--- src/rtl/hdsn_pkg.sv ---
// Package: default geometry shared by the scrambler/NRZI block and its checker.
package hdsn_pkg;
    localparam int DEF_WORD_W  = 20;  // bits per parallel word
    localparam int DEF_SCR_LEN = 9;   // scrambler polynomial degree
    localparam int DEF_SCR_TAP = 4;   // inner tap of the scrambler polynomial
endpackage

--- src/rtl/hdsn_rise_detect.sv ---
// Rising-edge detector for the clear input.
// Assumes the input is already synchronous to clk. Reset treats the previous value as 0.
module hdsn_rise_detect (
    input  logic clk,
    input  logic rst_n,
    input  logic lvl,
    output logic rise
);
    logic lvl_q;

    // Keep the value sampled on the previous clock.
    always_ff @(posedge clk) begin
        if (!rst_n) lvl_q <= 1'b0;
        else        lvl_q <= lvl;
    end

    assign rise = lvl & ~lvl_q;
endmodule

--- src/rtl/hdsn_scr_unroll.sv ---
// Unrolled self-synchronizing scrambler, x^LEN + x^TAP + 1, W bits per call.
// Bit 0 is the earliest bit in serial order. hist_i[0] is the oldest scrambled bit
// and hist_i[LEN-1] the newest. Assumes W >= LEN.
module hdsn_scr_unroll #(
    parameter int W   = 20,
    parameter int LEN = 9,
    parameter int TAP = 4
) (
    input  logic [LEN-1:0] hist_i,
    input  logic [W-1:0]   d,
    output logic [W-1:0]   s,
    output logic [LEN-1:0] hist_o
);
    localparam int EXT_W = LEN + W;

    logic [EXT_W-1:0] ext;

    // Extend the history with each new scrambled bit, oldest to newest.
    always_comb begin
        ext = '0;
        ext[LEN-1:0] = hist_i;
        for (int i = 0; i < W; i++) begin
            ext[LEN+i] = d[i] ^ ext[LEN+i-TAP] ^ ext[i];
        end
    end

    assign s      = ext[EXT_W-1:LEN];
    assign hist_o = ext[EXT_W-1:W];
endmodule

--- src/rtl/hdsn_nrzi_unroll.sv ---
// Unrolled NRZI encoder (x + 1): each output bit is its input XOR the previous output bit.
// lvl_i is the level after the previous word. lvl_o is the level after bit W-1.
module hdsn_nrzi_unroll #(
    parameter int W = 20
) (
    input  logic         lvl_i,
    input  logic [W-1:0] s,
    output logic [W-1:0] n,
    output logic         lvl_o
);
    logic acc;

    // Running XOR along the word in serial order.
    always_comb begin
        acc = lvl_i;
        n   = '0;
        for (int i = 0; i < W; i++) begin
            acc  = acc ^ s[i];
            n[i] = acc;
        end
    end

    assign lvl_o = n[W-1];
endmodule

--- src/rtl/hd_scrambler_nrzi.sv ---
// Parallel scrambler followed by NRZI, one word per clock, with registered output.
// The state advances only on encoded words. A rising edge of clr zeroes the state
// for the following word. Assumes all inputs are synchronous to clk.
module hd_scrambler_nrzi #(
    parameter int WORD_W  = hdsn_pkg::DEF_WORD_W,
    parameter int SCR_LEN = hdsn_pkg::DEF_SCR_LEN,
    parameter int SCR_TAP = hdsn_pkg::DEF_SCR_TAP
) (
    input  logic              clk,
    input  logic              rst_n,
    input  logic [WORD_W-1:0] din,
    input  logic              bypass,
    input  logic              clr,
    output logic [WORD_W-1:0] dout
);
    logic [SCR_LEN-1:0] hist_q, hist_nx;
    logic               nrzi_q, nrzi_nx;
    logic [WORD_W-1:0]  scr_w, enc_w, dout_q;
    logic               clr_rise;

    hdsn_rise_detect u_edge (
        .clk   (clk),
        .rst_n (rst_n),
        .lvl   (clr),
        .rise  (clr_rise)
    );

    hdsn_scr_unroll #(.W(WORD_W), .LEN(SCR_LEN), .TAP(SCR_TAP)) u_scr (
        .hist_i (hist_q),
        .d      (din),
        .s      (scr_w),
        .hist_o (hist_nx)
    );

    hdsn_nrzi_unroll #(.W(WORD_W)) u_nrzi (
        .lvl_i (nrzi_q),
        .s     (scr_w),
        .n     (enc_w),
        .lvl_o (nrzi_nx)
    );

    // Register the output word and update the encoder state.
    always_ff @(posedge clk) begin
        if (!rst_n) begin
            dout_q <= '0;
            hist_q <= '0;
            nrzi_q <= 1'b0;
        end else begin
            dout_q <= bypass ? din : enc_w;
            if (clr_rise) begin
                hist_q <= '0;
                nrzi_q <= 1'b0;
            end else if (!bypass) begin
                hist_q <= hist_nx;
                nrzi_q <= nrzi_nx;
            end
        end
    end

    assign dout = dout_q;
endmodule

--- config.mk ---
export PLATFORM = sky130hd
export DESIGN_NAME = hd_scrambler_nrzi
export DESIGN_NICKNAME = d
export VERILOG_FILES = /design/src/rtl/hdsn_pkg.sv /design/src/rtl/hdsn_rise_detect.sv /design/src/rtl/hdsn_scr_unroll.sv /design/src/rtl/hdsn_nrzi_unroll.sv /design/src/rtl/hd_scrambler_nrzi.sv
export SDC_FILE = /design/constraint.sdc
export NUM_CORES = 1
export LEC_CHECK = 0
export BUFFER_PORTS_ARGS = -buffer_cell sky130_fd_sc_hd__buf_4
export CAP_MARGIN = 20
export CORE_MARGIN = 1
export CORE_UTILIZATION = 57
export CTS_BUF_LIST = sky130_fd_sc_hd__clkbuf_8
export CTS_CLUSTER_SIZE = 8
export DETAILED_ROUTE_END_ITERATION = 7
export GPL_ROUTABILITY_DRIVEN = 0
export GPL_TIMING_DRIVEN = 0
export PLACE_DENSITY = 0.83
export SETUP_SLACK_MARGIN = 0.1
export SLEW_MARGIN = 30
export SYNTH_ARGS = -nofsm -noshare
export SYNTH_HDL_FRONTEND = slang
export SYNTH_SLANG_ARGS = --single-unit
--- constraint.sdc ---
create_clock -name clk -period 3.2 [get_ports clk]
set_clock_uncertainty 0.05 [all_clocks]
set_input_delay 0.48 -clock clk [delete_from_list [all_inputs] [get_ports clk]]
set_output_delay 0.48 -clock clk [all_outputs]
set_load 0.01 [all_outputs]
# Word level (Yosys, flattened, before mapping)
# Index checks and enable logic that the tools add are counted.
[word_totals]
register_bits = 31
in_bits = 24
out_inout_bits = 20
elab_cells = 69
[classes]
n_mux = 1
n_bitwise = 63
reduce_logical = 1
[ops]
columns = ["op", "n"]
rows = [
  ["1-bit XOR", 60],
  ["20-bit 2-to-1 mux", 1],
  ["1-bit inverter", 2],
  ["2-bit OR reduction", 1],
  ["1-bit bitwise AND", 1],
]

# Depth between registers and ports, before layout
# Gate-level depths: netlist (run 1).
[logic_depth]
depth_word = 23
depth_mapped = 8
mapped_depth_nobuf = 7

# Hierarchy
# A second synthesis (run 1) with hierarchy kept.
[hier_totals]
cells_unflattened = 198
hier_area_um2 = 2282.2
[modules_own_cells]
columns = ["mod", "n_inst", "cells_each", "area_each_um2", "seq_area_each_um2"]
rows = [
  ["hd_scrambler_nrzi", 1, 98, 1147.4, 600.6],
  ["hdsn_scr_unroll", 1, 56, 599.3, 0.0],
  ["hdsn_nrzi_unroll", 1, 41, 495.5, 0.0],
  ["hdsn_rise_detect", 1, 3, 40.0, 20.0],
]

# Worst setup path before layout (run 1)
# No wires, ideal clock.
[synth_path]
kind = "register to register"
startpoint = "register hist_q[8]"
endpoint = "register nrzi_q"
setup_time_ns = 0.079
arrival_time_ns = 2.838
required_ns = 3.071
slack_ns = 0.233
stages_incl_launch_ff = 9
path_buffers = 1
period_less_slack_ns = 2.967
path_cell_list = "dfxtp_1 -> buf_6 -> xnor3_2 -> xnor2_4 -> xnor3_2 -> xor2_1 -> xnor3_1 -> or4_1 -> o211ai_1"
[synth_via]
elab_chain_len = 19
elab_cells_between_ends = 33
cone_classes = "33 x bitwise"
[synth_lines]
columns = ["element", "line", "text"]
rows = [
  ["start, declared", "hd_scrambler_nrzi.sv:16", "logic [SCR_LEN-1:0] hist_q, hist_nx;"],
  ["start signal, assigned", "hd_scrambler_nrzi.sv:54", "hist_q <= hist_nx;"],
  ["1-bit XOR (2 in series)", "hdsn_scr_unroll.sv:23", "ext[LEN+i] = d[i] ^ ext[LEN+i-TAP] ^ ext[i];"],
  ["1-bit XOR (16 in series)", "hdsn_nrzi_unroll.sv:18", "acc = acc ^ s[i];"],
  ["1-bit XOR *", "hdsn_nrzi_unroll.sv:18", ""],
  ["end signal, assigned", "hd_scrambler_nrzi.sv:55", "nrzi_q <= nrzi_nx;"],
  ["end, declared", "hd_scrambler_nrzi.sv:17", "logic nrzi_q, nrzi_nx;"],
]
# Every way passes the cells marked *; elsewhere a longest branch is shown, timed or not.
# A chain may end at the register's enable or synchronous reset.

# Worst setup path in the final report (run 1)
[layout_path]
startpoint = "register hist_q[7]"
endpoint = "register dout_q[19] (netlist: dout[19])"
[layout_via]
elab_chain_len = 21
elab_cells_between_ends = 37
cone_classes = "1 x mux; 36 x bitwise"
[layout_lines]
columns = ["element", "line", "text"]
rows = [
  ["1-bit XOR (2 in series)", "hdsn_scr_unroll.sv:23", ""],
  ["1-bit XOR (17 in series)", "hdsn_nrzi_unroll.sv:18", ""],
  ["1-bit XOR *", "hdsn_nrzi_unroll.sv:18", ""],
  ["20-bit 2-to-1 mux *", "hd_scrambler_nrzi.sv:49", "dout_q <= bypass ? din : enc_w;"],
  ["end signal, assigned", "hd_scrambler_nrzi.sv:49", ""],
  ["end, declared", "hd_scrambler_nrzi.sv:18", "logic [WORD_W-1:0] scr_w, enc_w, dout_q;"],
]
# Marks and branches as above.

==> flow_summary.yaml, run 1 <==
yosys:
  synthAdderAreaFrac_pct: 0
  mux_share_of_post_synthesis_cell_area_pct: 0.475
  postSynthNetCount: 229
  synth_seq_area_share_pct: 29.5
  synthXorXnorAreaFrac_pct: 45.6
  synth-compound-area-share_pct: 10.3
  synth_seq_cells: 31
  post_synth_top_flop: "dfxtp_1"
  synthesis.instances: 205
  ys_async_rst_share_pct: 0
  count_of_flip_flops_with_a_built_in_enable_after_synthesis: 0
  yosys.cell_types.count: 30
  yosysWarnings: 0
  syn-mean-instance-area_um2: 10.3
  post_synth_and_or_nand_nor_area_fraction_pct: 11.6
  synth_area_um2: 2110
  main_combinational_cell_family_by_area_after_synthesis: "XOR/XNOR gates"
global_routing:
  gr-usage-met1_pct: 36.0
  wire_length_of_the_first_global_routing_pass_mm: 8.18
  first_global_vias: 1658
  grt_use_met3_pct: 7.48
  highest_utilization_routing_layer_at_the_global_route_stage: "met2"
  globalRouteTotalUtil_pct: 28.0
  grt.overflow.total: 0
  grt_max_degree: 11
  number_of_antenna_violations_at_the_first_check_in_global_routing: 0
  globalRouteMet2Util_pct: 43.8
setup_path:
  critPathMaxFanout: 5
  cp_slowest_cell: "or4b_1"
  timing_worst_setup_path_type: "reg2reg"
  source_of_the_critical_timing_path: "hist_q[7]"
  worst_ep_arrival_time_ps: 3130
  worst_setup_path_start_kind: "register"
  worst_path_largest_cell_delay_ps: 510
  timing.rr.start: "hist_q[7]"
  timing.critical_path.cells: "xnor3_2, xnor2_4, buf_4, xnor2_2, xnor2_4, xnor3_2, or4b_1, nand3_1"
  cp_data_required_time_ps: 3380
  worstRegToRegCells: 8
  critPathCaptureType: "register"
run:
  max_cap_violations: 0
sta:
  finalSetupTns_ps: 0
  max_clock_freq_mhz: 340
  worst_pin_slew_ps: 809
  timing_hold_violations_final: 0
  final_min_period_over_clock_period_pct: 92.0
  period_minus_slack_ps: 2950
  timing.max_slew.rel_slack_pct: 45.7
  final_report_setup_violation_count: 0
  rsz0062_at_grt: "no"
  final_max_slew_viol_count: 0
  fin_ws_ps: 255
final_layout:
  area.sequential_um2: 621
  area_growth_syn_to_layout_pct: 24.2
  multi_input_comb_area_um2: 1480
  post_route_cells_drive_above_1_share_pct: 26.6
  n_antenna_cell: 0
  nets: 279
  number_of_filler_cells_placed_in_the_layout: 240
clock_tree:
  cts_buffer_depth: 2
  clock_insertion_delay_worst_skew_ps: 290
  register_clock_pin_slew_on_the_reported_worst_setup_and_hold_paths_ps: 60
  cts-buffers-inserted: 5
  cts_hold_repair.buffers: 0
  h-tree-depth: 2
  cts_tree: "yes"
  cts.sinks: 31
  clock_tree.root_cell: "clkbuf_8"
route:
  postRouteAntennaNets: 0
  firstDrtPassIters: 4
  drt_iter0_drc: 193
  wl_mm: 5.13
  drt_drc_violations_left: 0
  vias: 1633
  detail_route.wl_per_cell_um: 17.0
  detail_route.vias_per_cell: 5.41
die:
  dieWidth_um: 62.8
  num_rows: 21
  floorplan.die_area_um2: 3940
  core_area_um2: 3440
  design.portCount: 44
  chipHeight_um: 62.8
  initial_cell_density_of_the_core_pct: 61.2
worst_hold_path:
  timing.hold.worst.class: "in2reg"
  holdCritStartpoint: "clr"
  hold_depth: 2
placement:
  placement.setup.worst_slack_ps: -72.9
  hpwlAfterDp_mm: 3.64
  io_buffer_count: 42
run_status:
  status: "complete, no violations"
[kinds of logic (layout without fill, tap and decap cells)]
group,Yosys count,count (layout)
compound gates,36,36
simple gates,52,52
buf+inv,12,63
mux,1,1
flops,31,31
xor+xnor,73,73
[registers in the layout, summed over array words and instances, names as in the netlist]
register,flops
hist_q,9
dout,20
nrzi_q,1
u_edge.lvl_q,1
[per-stage QoR]
stage               hold WS [ps]  instances  utilization, %  cell area (µm²)
floorplan                    417        205               -             2110
global placement             445        293            72.0             2480
detailed placement           447        293            72.0             2480
CTS                          346        302            75.1             2590
global route                 363        302            76.0             2620
finish                       346        302            76.0             2620
[routing by layer]
metal | vias up | share of wire (%)
met1 | 767 | 41
li1 | 780 | -
met5 | - | 0
met4 | 0 | 1.4
met2 | 78 | 49
met3 | 8 | 8.0
[critical path: cells and delay by family (launching register included)]
family	cells	cell delay, ps
buffers and inverters	1	190
AND/OR/NAND/NOR	2	600
flip-flops	1	380
XOR/XNOR	5	1650
[timing repair]
action,in CTS,in global routing
buffers inserted,1,0
gates resized for setup,4,5
endpoints found under the setup margin,2,2
pin swaps,1,4
[cell type report]
cell class,instances,area share (%)
Tap cell,46,2.20
Sequential cell,31,23.7
Timing Repair Buffer,43,12.3
Clock inverter,3,0.478
Multi-Input combinational cell,162,56.6
Buffer,10,1.72
Clock buffer,5,2.63
Inverter,2,0.287
[synthesized netlist by cell type, types with 4 or more instances]
library cell,instances,area share [%]
a21boi_0,7,2.5
a21oi_1,10,2.4
and2_1,8,2.4
clkbuf_1,8,1.4
dfxtp_1,31,29
nand2_1,19,3.4
nor2_1,14,2.5
o21ai_0,14,3.3
or3_1,4,1.2
xnor2_1,36,15
xnor3_1,11,12
xor2_1,14,5.8
[worst paths after layout]
path	endpoint	slack [ps]
worst min register to register	hist_q[4]	450
worst min-delay path	u_edge.lvl_q	350
worst max register to register	dout[19]	250
worst max-delay path	dout[19]	250
[placed cells by master, fill, tap and decap left out, types with 3 or more instances in the layout]
cell       n
clkbuf_1   8
a21oi_1   10
inv_1      3
nor2_1    14
and2_1     8
o21ai_0   14
xnor2_4    3
or3_1      4
nand3_1    3
xor2_2     3
xnor2_2    6
clkbuf_8   5
xnor3_1    8
a21boi_0   7
buf_4     43
xnor2_1   33
xnor3_2    5
xor3_1     3
nand2_1   19
o211a_1    3
xor2_1    11
dfxtp_1   31
Power of run 1 is left out: the tool's default activity adds up to more than one toggle a clock period on the data nets, which glitch-free logic cannot reach.
==> run 2, diff against run 1 <==
--- a/config.mk
+++ b/config.mk
@@ -5,6 +5,7 @@
 export SDC_FILE = /design/constraint.sdc
 export NUM_CORES = 1
 export LEC_CHECK = 0
+export ABC_AREA = 1
 export BUFFER_PORTS_ARGS = -buffer_cell sky130_fd_sc_hd__buf_4
 export CAP_MARGIN = 20
 export CORE_MARGIN = 1
@@ -14,7 +15,8 @@
 export DETAILED_ROUTE_END_ITERATION = 7
 export GPL_ROUTABILITY_DRIVEN = 0
 export GPL_TIMING_DRIVEN = 0
-export PLACE_DENSITY = 0.83
+export HOLD_SLACK_MARGIN = 0.1
+export PLACE_DENSITY = 0.82
 export SETUP_SLACK_MARGIN = 0.1
 export SLEW_MARGIN = 30
 export SYNTH_ARGS = -nofsm -noshare
==> flow_summary.yaml, run 2 <==
run_status:
  status: "complete, but fails checks"
  violations_in_the_final_reports: "setup timing"
yosys:
  synth_top_area_share_pct: 27.6
  main_combinational_cell_family_by_area_after_synthesis: "simple AND/OR/NAND/NOR gates"
  post_synth_and_or_nand_nor_area_fraction_pct: 31.9
  post_synth_top_flop: "dfxtp_1"
  synthAdderAreaFrac_pct: 0
  synthXorXnorAreaFrac_pct: 16.9
  postSynthNetCount: 315
  post-synth-top-count-cell: "nand3_1"
  synth_area_um2: 2250
  dominant_cells_by_area_after_synthesis: "dfxtp_1 28%, nand3_1 12%, inv_1 8.7%"
  synth_seq_area_share_pct: 27.6
  ys_async_rst_share_pct: 0
  mux_share_of_post_synthesis_cell_area_pct: 0
  yosys.cell_types.count: 24
  syn-mean-instance-area_um2: 7.73
  synthesis.instances: 291
  count_of_flip_flops_with_a_built_in_enable_after_synthesis: 0
  synth.cells.most_frequent: "54 x nand3_1, 52 x inv_1, 31 x dfxtp_1"
  synth_seq_cells: 31
  synth-compound-area-share_pct: 10.9
  yosysWarnings: 0
  netlist.top_cell.by_area: "dfxtp_1"
global_routing:
  grt_max_degree: 11
  first_global_vias: 2655
  globalRouteTotalUtil_pct: 42.9
  grt.overflow.total: 0
  wire_length_of_the_first_global_routing_pass_mm: 13.1
  number_of_antenna_violations_at_the_first_check_in_global_routing: 0
sta:
  rsz0062_at_grt: "yes"
  worst_pin_slew_ps: 781
  final_min_period_over_clock_period_pct: 127
  timing_hold_violations_final: 0
  final_report_setup_violation_count: 11
  max_clock_freq_mhz: 246
  fin_ws_ps: -870
  period_minus_slack_ps: 4070
  final_max_slew_viol_count: 0
  timing.max_slew.rel_slack_pct: 47.6
clock_tree:
  cts_hold_repair.buffers: 0
  cts-buffers-inserted: 5
  cts_tree: "yes"
  cts.sinks: 31
  clock_insertion_delay_worst_skew_ps: 290
  clock_tree.root_cell: "clkbuf_8"
  h-tree-depth: 2
  register_clock_pin_slew_on_the_reported_worst_setup_and_hold_paths_ps: 70
  cts_buffer_depth: 2
route:
  drt_drc_violations_left: 0
  vias: 2844
  drt_iter0_drc: 369
  wl_mm: 11.0
  detail_route.wl_per_cell_um: 26.9
  firstDrtPassIters: 6
  postRouteAntennaNets: 0
  detail_route.vias_per_cell: 6.95
setup_path:
  cp_data_required_time_ps: 3370
  worst_setup_path_start_kind: "register"
  critPathCaptureType: "register"
  worst_path_largest_cell_delay_ps: 450
  timing_worst_setup_path_type: "reg2reg"
  worst_ep_arrival_time_ps: 4240
  critPathMostFrequentCell: "nand3_4"
  timing.critical_path.cells: "inv_1, nand3_2, nand2_4, xnor2_2, inv_1, nand3_1, nand3_2, nand3_4, nand3_4, nand2_4, nand2_4, nand3_4, nand3_2, nand3_4, nand2_4, nand2_4, nand3_4, nand3_4, nand3_4, nand3_4, nand3_2, nand3_2, nand3_2, a21oi_2"
  critPathMaxFanout: 5
  cp_slowest_cell: "xnor2_2"
final_layout:
  number_of_filler_cells_placed_in_the_layout: 85
  nets: 385
  n_antenna_cell: 0
  final_common_cell: "buf_4"
  final_cell_mix: "63 x buf_4, 50 x inv_1, 35 x nand3_4"
  post_route_cells_drive_above_1_share_pct: 52.4
  largest_register_ffs: 20
  area_growth_syn_to_layout_pct: 58.0
placement:
  io_buffer_count: 41
  hpwlAfterDp_mm: 4.39
  placement.setup.worst_slack_ps: -593
die:
  core_area_um2: 3720
  chipHeight_um: 64.8
  dieWidth_um: 64.8
  design.portCount: 44
  initial_cell_density_of_the_core_pct: 60.5
  floorplan.die_area_um2: 4200
  num_rows: 22
worst_hold_path:
  timing.hold.worst.class: "in2reg"
run:
  max_cap_violations: 0
[run 2: cell count changes in the layout (fill, tap and decap cells not counted), moves of 8 or more]
cell / previous run / this run
nand2_4: 0 / 20
nor2_1: 14 / 4
buf_4: 43 / 63
nand2_1: 19 / 10
inv_1: 3 / 50
nand3_4: 0 / 35
nand3_1: 3 / 12
xnor2_1: 33 / 12
xnor3_1: 8 / 0
o211ai_1: 1 / 16
nand3_2: 0 / 27
and2_1: 8 / 0
[run 2: worst paths after layout]
check	startpoint	end	slack (ps)	depth (start not counted)
hold reg to reg	hist_q[4]	hist_q[4]	520	2
hold / removal	clr	u_edge.lvl_q	360	3
setup reg to reg	hist_q[6]	nrzi_q	-870	24
setup / recovery	hist_q[6]	nrzi_q	-870	24
[run 2: critical path: cells and delay by family, from the launching register on]
| family | cells | cell delay, ps |
|---|---|---|
| buffers and inverters | 2 | 380 |
| AOI/OAI and AO/OA | 1 | 160 |
| and+or+nand+nor | 20 | 2530 |
| xor gates and xnor gates | 1 | 450 |
| DFF | 1 | 410 |
[run 2: repair_timing]
action | CTS | global route
gates cloned | 0 | 0
gates resized for setup | 67 | 28
pin swaps | 21 | 15
setup buffers | 20 | 2
endpoints found under the setup margin | 7 | 12
[run 2: through the flow]
stage	TNS, ps	instances	hold slack, ps	instance area [µm²]	util (%)
floorplan	-37.2	291	433	2400	-
finish	-5370	409	361	3550	95.6
global route	-6360	409	360	3550	95.6
global placement	-2430	380	449	2770	74.5
CTS	-1150	407	340	3390	91.1
detailed placement	-3030	380	454	2770	74.5
[run 2: layout make-up]
cell class | count | area (µm²) | area share [%]
clock buffer | 6 | 82.6 | 2.32
inverter | 59 | 249 | 7.01
clock inverter | 1 | 5.00 | 0.141
sequential | 31 | 626 | 17.6
timing repair buffer | 63 | 473 | 13.3
tap | 48 | 60.1 | 1.69
multi-input combinational | 193 | 2020 | 56.9
buffer | 8 | 37.5 | 1.06
[run 2: per-layer routing]
metal / track usage, % / part of all wire [%] / vias to the layer above
met4: 29.2 / 10 / 0
met3: 8.27 / 13 / 142
li1: - / - / 1087
met1: 46.6 / 32 / 1279
met5: 0 / 0 / -
met2: 74.6 / 45 / 336
[run 2: kinds of logic after synthesis]
| kind of cell | after synthesis |
|---|---|
| buf+inv | 67 |
| simple gates | 118 |
| flops | 31 |
| xor+xnor | 34 |
| compound gates | 41 |
Power of run 2 is left out for the same reason.
==> run 3, diff against run 2 <==
--- a/config.mk
+++ b/config.mk
@@ -18,6 +18,7 @@
 export HOLD_SLACK_MARGIN = 0.1
 export PLACE_DENSITY = 0.82
 export SETUP_SLACK_MARGIN = 0.1
+export SKIP_CTS_REPAIR_TIMING = 1
 export SLEW_MARGIN = 30
 export SYNTH_ARGS = -nofsm -noshare
 export SYNTH_HDL_FRONTEND = slang
==> flow_summary.yaml, run 3 (synthesized netlist as in run 2, its figures left out) <==
run_status:
  status: "complete, but fails checks"
  violations_in_the_final_reports: "setup timing"
route:
  firstDrtPassIters: 5
  detail_route.vias_per_cell: 6.34
  vias: 2560
  detail_route.wl_per_cell_um: 22.1
  drt_drc_violations_left: 0
  postRouteAntennaNets: 0
  drt_iter0_drc: 257
  wl_mm: 8.95
global_routing:
  number_of_antenna_violations_at_the_first_check_in_global_routing: 0
  globalRouteTotalUtil_pct: 29.0
  highest_utilization_routing_layer_at_the_global_route_stage: "met2"
  globalRouteMet2Util_pct: 49.6
  grt.overflow.total: 0
  grt_max_degree: 11
  gr-usage-met1_pct: 35.5
  first_global_vias: 2024
  grt_use_met3_pct: 6.51
  wire_length_of_the_first_global_routing_pass_mm: 9.12
setup_path:
  cp_data_required_time_ps: 3370
  crit_buf_inv: 2
  cpLargestDelayFamily: "simple AND/OR/NAND/NOR gates"
  critPathMaxFanout: 5
  critPathMostFrequentCell: "nand3_4"
  critPathCaptureType: "register"
  timing_worst_setup_path_type: "reg2reg"
  worst_setup_path_start_kind: "register"
  worst_ep_arrival_time_ps: 4140
  cp_slowest_cell: "xnor2_2"
  worst_path_largest_cell_delay_ps: 490
die:
  design.portCount: 44
  floorplan.die_area_um2: 4200
  initial_cell_density_of_the_core_pct: 60.5
  core_area_um2: 3720
  chipHeight_um: 64.8
  dieWidth_um: 64.8
  num_rows: 22
final_layout:
  layoutNonFillerInstCount: 404
  number_of_filler_cells_placed_in_the_layout: 110
  largest_register_ffs: 20
  multi_input_comb_area_um2: 2010
  finalInstanceArea_um2: 3510
  post_route_cells_drive_above_1_share_pct: 49.7
  final_common_cell: "buf_4"
  n_antenna_cell: 0
  area.sequential_um2: 627
  nets: 380
  final_cell_mix: "58 x buf_4, 51 x inv_1, 40 x nand3_4"
  area_growth_syn_to_layout_pct: 56.1
sta:
  rsz0062_at_grt: "yes"
  final_max_slew_viol_count: 0
  worst_pin_slew_ps: 787
  fin_ws_ps: -765
  final_min_period_over_clock_period_pct: 124
  max_clock_freq_mhz: 252
  timing.max_slew.rel_slack_pct: 47.2
  timing_hold_violations_final: 0
  period_minus_slack_ps: 3970
  final_report_setup_violation_count: 11
clock_tree:
  cts-buffers-inserted: 5
  cts_buffer_depth: 2
  register_clock_pin_slew_on_the_reported_worst_setup_and_hold_paths_ps: 60
  cts_tree: "yes"
  clock_tree.root_cell: "clkbuf_8"
  h-tree-depth: 2
  cts.sinks: 31
  clock_insertion_delay_worst_skew_ps: 290
placement:
  io_buffer_count: 41
  place.detailed.instances: 380
  place_area_um2: 2770
  hpwlAfterDp_mm: 4.39
worst_hold_path:
  timing.hold.worst.class: "in2reg"
run:
  max_cap_violations: 0
## run 3: worst paths after layout
| path | start | endpoint | slack, ps | depth (start not counted) |
|---|---|---|---|---|
| setup / recovery | hist_q[1] | dout[19] | -770 | 28 |
| hold / removal | clr | u_edge.lvl_q | 340 | 3 |
| setup reg to reg | hist_q[1] | dout[19] | -770 | 28 |
| hold reg to reg | hist_q[7] | hist_q[7] | 540 | 2 |
## run 3: layout make-up
class | count | share of cell area [%]
multi-input cells | 193 | 57.3
inverters | 59 | 7.16
clock inverters | 1 | 0.143
repair buffers | 58 | 12.4
flip-flops and latches | 31 | 17.9
well taps | 48 | 1.71
clock buffers | 6 | 2.35
plain buffers | 8 | 1.07
## run 3: metal layers
layer  wire length [µm]  vias up
met5                  0        -
met4                565        0
met3                705       69
met2               4270      200
met1               3410     1210
li1                   -     1081
## run 3: worst register-to-register path: cells and delay by family (launching register included)
family          cells  cell delay [ps]
flops               1              330
xor+xnor            1              490
buf+inv             2              270
compound gates      1              130
simple gates       24             2660
## run 3: per-stage QoR
| step | setup WS, ps | utilization, % | hold WS (ps) | TNS, ps |
|---|---|---|---|---|
| 2_1_floorplan | -12.6 | - | 433 | -37.2 |
| 3_3_place_gp | -494 | 74.5 | 449 | -2430 |
| 3_5_place_dp | -593 | 74.5 | 454 | -3030 |
| 4_1_cts | -437 | 76.8 | 340 | -1930 |
| 5_1_grt | -867 | 94.5 | 339 | -5600 |
| 6_report | -765 | 94.5 | 342 | -4710 |
Power of run 3 is left out for the same reason.
